`config.mk`:
```
export PLATFORM = sky130hd
export DESIGN_NAME = mdio_i2c_xlate
export DESIGN_NICKNAME = d
export VERILOG_FILES = /design/src/rtl/mdio_i2c_xlate.sv
export SDC_FILE = /design/constraint.sdc
export NUM_CORES = 1
export LEC_CHECK = 0
export BUFFER_PORTS_ARGS = -buffer_cell sky130_fd_sc_hd__clkbuf_2
export CORE_MARGIN = 1
export CORE_UTILIZATION = 49
export CTS_CLUSTER_SIZE = 30
export DETAILED_ROUTE_END_ITERATION = 8
export HOLD_SLACK_MARGIN = 0.1
export PLACE_DENSITY = 0.82
export RECOVER_POWER = 100
export SLEW_MARGIN = 15
export SYNTH_ARGS = -nofsm -noshare
export SYNTH_HDL_FRONTEND = slang
export SYNTH_SLANG_ARGS = --single-unit
```
`constraint.sdc`:
```
create_clock -name clk -period 2.6 [get_ports clk]
set_input_delay 0.26 -clock clk [delete_from_list [all_inputs] [get_ports clk]]
set_output_delay 0.26 -clock clk [all_outputs]
set_load 0.05 [all_outputs]
```
`src/rtl/mdio_i2c_xlate.sv`:
```
module mdio_i2c_xlate #(
  parameter int PHY_W = 5,
  parameter int REG_W = 16,
  parameter logic [6:0] ADDR_BASE = 7'h40,
  parameter logic [PHY_W-1:0] BLOCK_A = 5'h10,
  parameter logic [PHY_W-1:0] BLOCK_B = 5'h11
) (
  input  logic             clk,
  input  logic             rst_n,
  input  logic             req_valid,
  output logic             req_ready,
  input  logic             req_write,
  input  logic             req_c45,
  input  logic [PHY_W-1:0] req_phy,
  input  logic [4:0]       req_dev,
  input  logic [REG_W-1:0] req_reg,
  input  logic [15:0]      req_wdata,
  output logic             done,
  output logic             err,
  output logic [15:0]      rdata,
  output logic             cmd_valid,
  input  logic             cmd_ready,
  output logic [2:0]       cmd_op,
  output logic [7:0]       cmd_byte,
  input  logic             rsp_valid,
  input  logic             rsp_nack,
  input  logic [7:0]       rsp_byte
);
  localparam logic [2:0] OP_START = 3'd0, OP_RESTART = 3'd1, OP_WRITE = 3'd2,
                         OP_RDACK = 3'd3, OP_RDNACK = 3'd4, OP_STOP = 3'd5;
  localparam logic [3:0] S_LAST = 4'd9;

  typedef enum logic [1:0] {IDLE, ISSUE, WAIT, FIN} st_t;
  st_t st;

  logic             w_q, c45_q;
  logic [PHY_W-1:0] phy_q;
  logic [4:0]       dev_q;
  logic [REG_W-1:0] reg_q;
  logic [15:0]      wd_q;
  logic [3:0]       slot;
  logic [6:0]       taddr;

  assign taddr     = ADDR_BASE + 7'(phy_q);
  assign req_ready = (st == IDLE);
  assign done      = (st == FIN);
  assign cmd_valid = (st == ISSUE);

  function automatic logic [3:0] next_slot(input logic [3:0] s, input logic w, input logic c45);
    case (s)
      4'd1:    next_slot = c45 ? 4'd2 : 4'd4;
      4'd6:    next_slot = w ? S_LAST : 4'd7;
      default: next_slot = s + 4'd1;
    endcase
  endfunction

  always_comb begin
    cmd_op   = OP_WRITE;
    cmd_byte = 8'h00;
    case (slot)
      4'd0: cmd_op = OP_START;
      4'd1: cmd_byte = {taddr, 1'b0};
      4'd2: cmd_byte = {2'b00, ~w_q, dev_q};
      4'd3: cmd_byte = reg_q[15:8];
      4'd4: cmd_byte = reg_q[7:0];
      4'd5: if (w_q) cmd_byte = wd_q[15:8]; else cmd_op = OP_RESTART;
      4'd6: cmd_byte = w_q ? wd_q[7:0] : {taddr, 1'b1};
      4'd7: cmd_op = OP_RDACK;
      4'd8: cmd_op = OP_RDNACK;
      default: cmd_op = OP_STOP;
    endcase
  end

  always_ff @(posedge clk) begin
    if (!rst_n) begin
      st    <= IDLE;
      slot  <= 4'd0;
      err   <= 1'b0;
      rdata <= 16'h0000;
      w_q   <= 1'b0;
      c45_q <= 1'b0;
      phy_q <= '0;
      dev_q <= '0;
      reg_q <= '0;
      wd_q  <= '0;
    end else begin
      case (st)
        IDLE: if (req_valid) begin
          w_q   <= req_write;
          c45_q <= req_c45;
          phy_q <= req_phy;
          dev_q <= req_dev;
          reg_q <= req_reg;
          wd_q  <= req_wdata;
          slot  <= 4'd0;
          err   <= 1'b0;
          rdata <= req_write ? 16'h0000 : 16'hFFFF;
          st    <= (req_phy == BLOCK_A || req_phy == BLOCK_B) ? FIN : ISSUE;
        end
        ISSUE: if (cmd_ready) st <= WAIT;
        WAIT: if (rsp_valid) begin
          if (slot == S_LAST) begin
            st <= FIN;
          end else if (rsp_nack && cmd_op == OP_WRITE) begin
            err  <= 1'b1;
            if (!w_q) rdata <= 16'hFFFF;
            slot <= S_LAST;
            st   <= ISSUE;
          end else begin
            if (slot == 4'd7) rdata[15:8] <= rsp_byte;
            if (slot == 4'd8) rdata[7:0]  <= rsp_byte;
            slot <= next_slot(slot, w_q, c45_q);
            st   <= ISSUE;
          end
        end
        default: st <= IDLE;
      endcase
    end
  end
endmodule


```
==> qor.txt, run 1 <==
Synth-to-layout area growth - 20.8%
Crit start category - flop
Cells after Synth - 401
Netlist Area Pre-Place - 3270 sq um
Most common cell after layout, fill and taps aside - nand2_1
Router iterations before antenna repair - 5
Mean Syn Cell Area - 8.15 sq um
Measured slew at the worst slew-check pin - 0.864 ns
Worst EP required - 2.34 ns
Fmax - 399 MHz
Rel. slew slack - 0.424
RSZ-0062 raised after global routing - false
Syn nets - 463
Shortest period the worst path allows - 2.50 ns
Routed WL - 8340 um
Worst r2r path cells - 7
Die Y-Extent - 83.7 um
Post-synth top flop - dfxtp_1
CP arrival - 2.24 ns
Clock transition at path regs - 0.07 ns
Port bufs - 88
Ys Warns - 0
I/O Pins - 89
GR peak layer - met2
P_leak - 1.66 nW
Endpoints failing setup - 0
Skew final - 0.00542 ns
Share of cells above drive strength 1 - 0.214
Gr ovfl total - 0
M1 GR Usage - 0.342
Number of DRC markers in iteration 0 - 287
Sink Count - 67
Overall routing resource usage - 0.246
Fin. max-slew vios - 0
Post-synth top area share - 0.411
DIE WIDTH - 83.7 um
Die ar. - 7000 sq um
DRC - 0
Met3 usage - 0.0574
Post-synthesis register bit count - 67
Synth cell types - 45
Tcrit/Tclk final - 0.963
Clock buffer depth - 2
Most frequent cells in the layout - nand2_1 (119), dfxtp_1 (65), clkbuf_2 (63), a21boi_0 (49), clkbuf_1 (21)
Rows - 29
Post-Layout Inst Area - 3950 sq um
Hold Path Depth - 3
Crit Path Category - reg -> out
Post-DP Area - 3760 sq um
Number of synthesized flops with an enable pin - 0
Root Driver - clkbuf_8
Initial core utilization - 0.512
Vias per inst - 5.49
Insertion delay to the later sink of the worst-skew pair - 0.34 ns
WL per Instance - 14.8 um
CTS tree - done
CTS Buf Count - 9
Vias in the first global route - 2912
Final Core Density - 0.618
Pin count of the biggest net entering global routing - 68
Hold-fix buffers at CTS - 0
Core Region - 6390 sq um
CP Max Fanout - 8
Post-DRT Antenna Nets - 0
Final Hold Vio Count - 0
Total number of vias - 3094
PwrDens - 655 nW/um^2
GPL Wtd Cong - 0.976
Outcome - finished clean
Ranking of synthesized cells by area - dfxtp_1 (41%), nand2_1 (14%), a21boi_0 (11%)
Initial antenna violation count - 0
Detail Placement HPWL - 5940 um
Grt met2 use - 0.367
First-pass GRT wire length - 13900 um
# diodes - 0
VDD IR-drop max - 0.376 mV
Setup TNS - 0 ns
Hold Path Class - in -> reg
Post-synth ARST share - 0
H-tree levels - 3
Seq/Total Area, Yosys - 0.411
Critical path capture point type - output pin
Layout Nets - 544
Largest area contributor in the netlist - dfxtp_1
Maxcap violations - 0
[where the power goes]
| group | internal [mW] | switching (mW) |
|---|---|---|
| logic | 0.146 | 0.325 |
| clock network | 0.548 | 0.388 |
| registers | 1.11 | 0.0644 |
| total | 1.81 | 0.777 |
[worst max-delay path, cell delays in order, from the launching register on]
cell and delay [ns]:
dfxtp_2 0.37, inv_1 0.07, ha_2 0.23, nor2b_1 0.18
nor2b_1 0.16, buf_4 0.15, a22o_1 0.17, a221oi_1 0.21
o21ai_0 0.14, buf_4 0.21
[path summary, 6_finish.rpt]
path,start,end,slack [ns]
max,slot[1],cmd_byte[2],0.1
max reg2reg,slot[0],rdata[9],0.18
min,req_dev[3],dev_q[3],0.14
min reg2reg,rdata[0],rdata[0],0.47
[area by class of cell]
cell class / instances / area, sq um
fill: 580 / 2440
multi-input combinational: 302 / 1770
sequential: 67 / 1340
timing repair buffer: 98 / 497
clock buffer: 13 / 179
tap: 77 / 96.3
clock inverter: 3 / 43.8
inverter: 4 / 15.0
[layer usage]
| metal | wire, um | part of all wire |
|---|---|---|
| met1 | 3920 | 0.47 |
| met4 | 135 | 0.016 |
| met3 | 500 | 0.060 |
| met2 | 3780 | 0.45 |
| met5 | 0 | 0 |
[repair_timing]
| action | 4_1_cts | 5_1_grt |
|---|---|---|
| cloned | 0 | 0 |
| gates resized for setup | 5 | 14 |
| setup buffers | 0 | 0 |
| setup endpoints to repair | 5 | 6 |
[sequential cells by signal, indices dropped and copies added, names as in the netlist, 2 cells and up]
name	count
dev_q	5
phy_q	5
rdata	16
reg_q	16
slot	4
st	2
wd_q	16
[Yosys cell counts, drive strengths merged (2+ instances only)]
cell type / count
nor3: 2
ha: 4
buf: 5
dfxtp: 67
o21ai: 21
nor2b: 8
nand3: 2
a22o: 7
and2: 3
mux2i: 16
a21boi: 49
o21a: 3
nand3b: 5
a31oi: 8
a21o: 3
nand2: 119
a21oi: 8
nor2: 15
a221oi: 7
nor4: 3
inv: 4
nand2b: 5
clkbuf: 23
[cells by family (layout without fill, tap and decap cells)]
family	count (synthesis)	in the layout	share of synthesized area
simple gates	167	167	0.225
compound gates	115	115	0.259
fa+ha+maj	4	4	0.0153
mux	16	16	0.0490
flops	67	67	0.411
buf+inv	32	118	0.0414
[metrics by stage]
step                      power [mW]  hold WS [ns]  setup WS, ns  instances
after global routing            2.70         0.134       0.00224        564
after global placement          1.67         0.446         0.303        548
after floorplan                 1.53         0.405        0.0445        401
final                           2.58         0.140        0.0954        564
after CTS                       2.62         0.134        0.0304        564
after detailed placement        1.68         0.459         0.191        548
Power figures use the tool's default switching activity.
==> run 2, diff against run 1 <==
CORE_ASPECT_RATIO = 0.5   (was unset)
==> qor.txt, run 2 (synthesized netlist as in run 1, its figures left out) <==
Outcome - finished clean
Port bufs - 88 (unchanged)
CTS Buf Count - 9 (unchanged)
Final Core Density - 0.655 (+0.0372)
Pin count of the biggest net entering global routing - 68 (unchanged)
Number of DRC markers in iteration 0 - 172 (-40%)
Clock transition at path regs - 0.05 ns (-0.02 ns)
Core Region - 6260 sq um (-2.0%)
Area of the multi-input gates - 1790 sq um (+1.2%)
PnR Total Power - 2.84 mW (+10%)
Worst flop-to-flop path startpoint - slot[2]
Detail Placement HPWL - 5950 um (+0.19%)
Total number of vias - 3114 (+0.65%)
CP arrival - 2.25 ns (about the same)
RSZ-0062 raised after global routing - false
Critical path capture point type - output pin
Maxcap violations - 0 (unchanged)
Initial core utilization - 0.522 (+0.0106)
Crit Path Category - reg -> out
Insertion delay to the later sink of the worst-skew pair - 0.33 ns (about the same)
Vias per inst - 5.35 (-2.5%)
Crit start category - flop
Die Y-Extent - 59.7 um (-29%)
Most common cell after layout, fill and taps aside - nand2_1
Shortest period the worst path allows - 2.51 ns (+0.00132 ns)
Routed WL - 8470 um (+1.5%)
Hold Path Class - in -> reg
Worst EP required - 2.34 ns (about the same)
Hold path start - req_wdata[12]
Overall routing resource usage - 0.260 (+0.0140)
CP Launch Point - slot[0]
P_leak - 1.73 nW (+4.1%)
Setup TNS - 0 ns (unchanged)
VDD IR-drop max - 0.412 mV (+9.5%)
Root Driver - clkbuf_16
Endpoints failing setup - 0 (unchanged)
Vias in the first global route - 2935 (+0.79%)
PnR worst setup slack - 0.0941 ns (-0.00132 ns)
Layout Nets - 551 (+1.3%)
Rows - 20 (-31%)
Post-DRT Antenna Nets - 0 (unchanged)
Initial antenna violation count - 0 (unchanged)
PwrDens - 693 nW/um^2 (+5.9%)
CTS tree - done
DIE WIDTH - 117 um (+40%)
Measured slew at the worst slew-check pin - 0.888 ns (+0.0243 ns)
Fin. max-slew vios - 0 (unchanged)
First-pass GRT wire length - 14000 um (+1.0%)
WL per Instance - 14.6 um (-1.6%)
DRC - 0 (unchanged)
Skew final - 0.00387 ns (-0.00155 ns)
Post-Layout Inst Area - 4100 sq um (+3.9%)
Synth-to-layout area growth - 25.4%
Finished Layout Cells - 582 (+3.2%)
Rel. slew slack - 0.402 (-0.0215)
Clock buffer depth - 2 (unchanged)
Share of cells above drive strength 1 - 0.221 (+0.00710)
Fmax - 399 MHz (about the same)
I/O Pins - 89 (unchanged)
Post-placement setup slack - 0.175 ns (-0.0153 ns)
Hold Slack - 0.155 ns (+0.0152 ns)
Top flop regs - rdata x16, reg_q x16, wd_q x16
FILL cells - 578 (-0.34%)
Most frequent cells in the layout - nand2_1 (119), dfxtp_1 (65), clkbuf_2 (64), a21boi_0 (49), clkbuf_1 (22)
Router iterations before antenna repair - 4 (-1)
H-tree levels - 3 (unchanged)
GPL Wtd Cong - 0.940 (-3.7%)
Tcrit/Tclk final - 0.964 (about the same)
Sink Count - 67 (unchanged)
Dpl cells - 566 (+3.3%)
Number of setup buffers added after CTS - 0 (unchanged)
CP Max Fanout - 10 (+2)
# diodes - 0 (unchanged)
Die ar. - 7020 sq um (+0.29%)
Register area - 1340 sq um (unchanged)
Gr ovfl total - 0 (unchanged)
Final Hold Vio Count - 0 (unchanged)
Post-DP Area - 3820 sq um (+1.8%)
-- run 2: cell count changes in the layout (fill, tap and decap cells not counted), moves of 2 or more --
cell	delta
buf_2	+2
clkbuf_16	+9
o21ai_2	-2
clkinv_2	+2
clkbuf_8	-12
o21ai_4	+2
buf_4	+3
-- run 2: area by class of cell --
type / count / share of cell area
Clock buffer: 11 / 0.0592
Clock inverter: 5 / 0.0128
Inverter: 4 / 0.00366
Multi-Input combinational cell: 302 / 0.437
Sequential cell: 67 / 0.328
Tap cell: 88 / 0.0269
Timing Repair Buffer: 105 / 0.132
-- run 2: timing repair --
| item | 4_1_cts | 5_1_grt |
|---|---|---|
| cloned | 0 | 0 |
| endpoints found under the setup margin | 5 | 5 |
| hold buffers | 0 | 0 |
| resized for setup | 4 | 14 |
-- run 2: path summary, 6_finish.rpt --
kind,end,slack [ns],cells after the start
max,cmd_byte[4],0.09,9
min,wd_q[12],0.16,3
max reg2reg,slot[1],0.17,7
min reg2reg,rdata[4],0.46,2
-- run 2: critical path: stages, from the launching register on --
cell and delay [ns]:
dfxtp_2 0.39, inv_1 0.10, ha_2 0.26, nand2b_1 0.13
nor2_1 0.05, buf_2 0.15, a22o_1 0.24, a221oi_1 0.23
o21ai_1 0.14, buf_4 0.21
-- run 2: routing by layer --
metal	wire length (um)	track usage	share of wire	up-vias
met4	123	0.0861	0.015	0
met2	3810	0.438	0.45	115
met3	600	0.0916	0.071	12
met1	3940	0.319	0.47	1434
met5	0	0	0	-
li1	-	-	-	1553
-- run 2: report_power, final --
group	internal (mW)	total (mW)	switching [mW]	leakage, nW
clock	0.762	1.19	0.425	0.145
combinational	0.153	0.480	0.328	1.03
sequential	1.11	1.17	0.0602	0.550
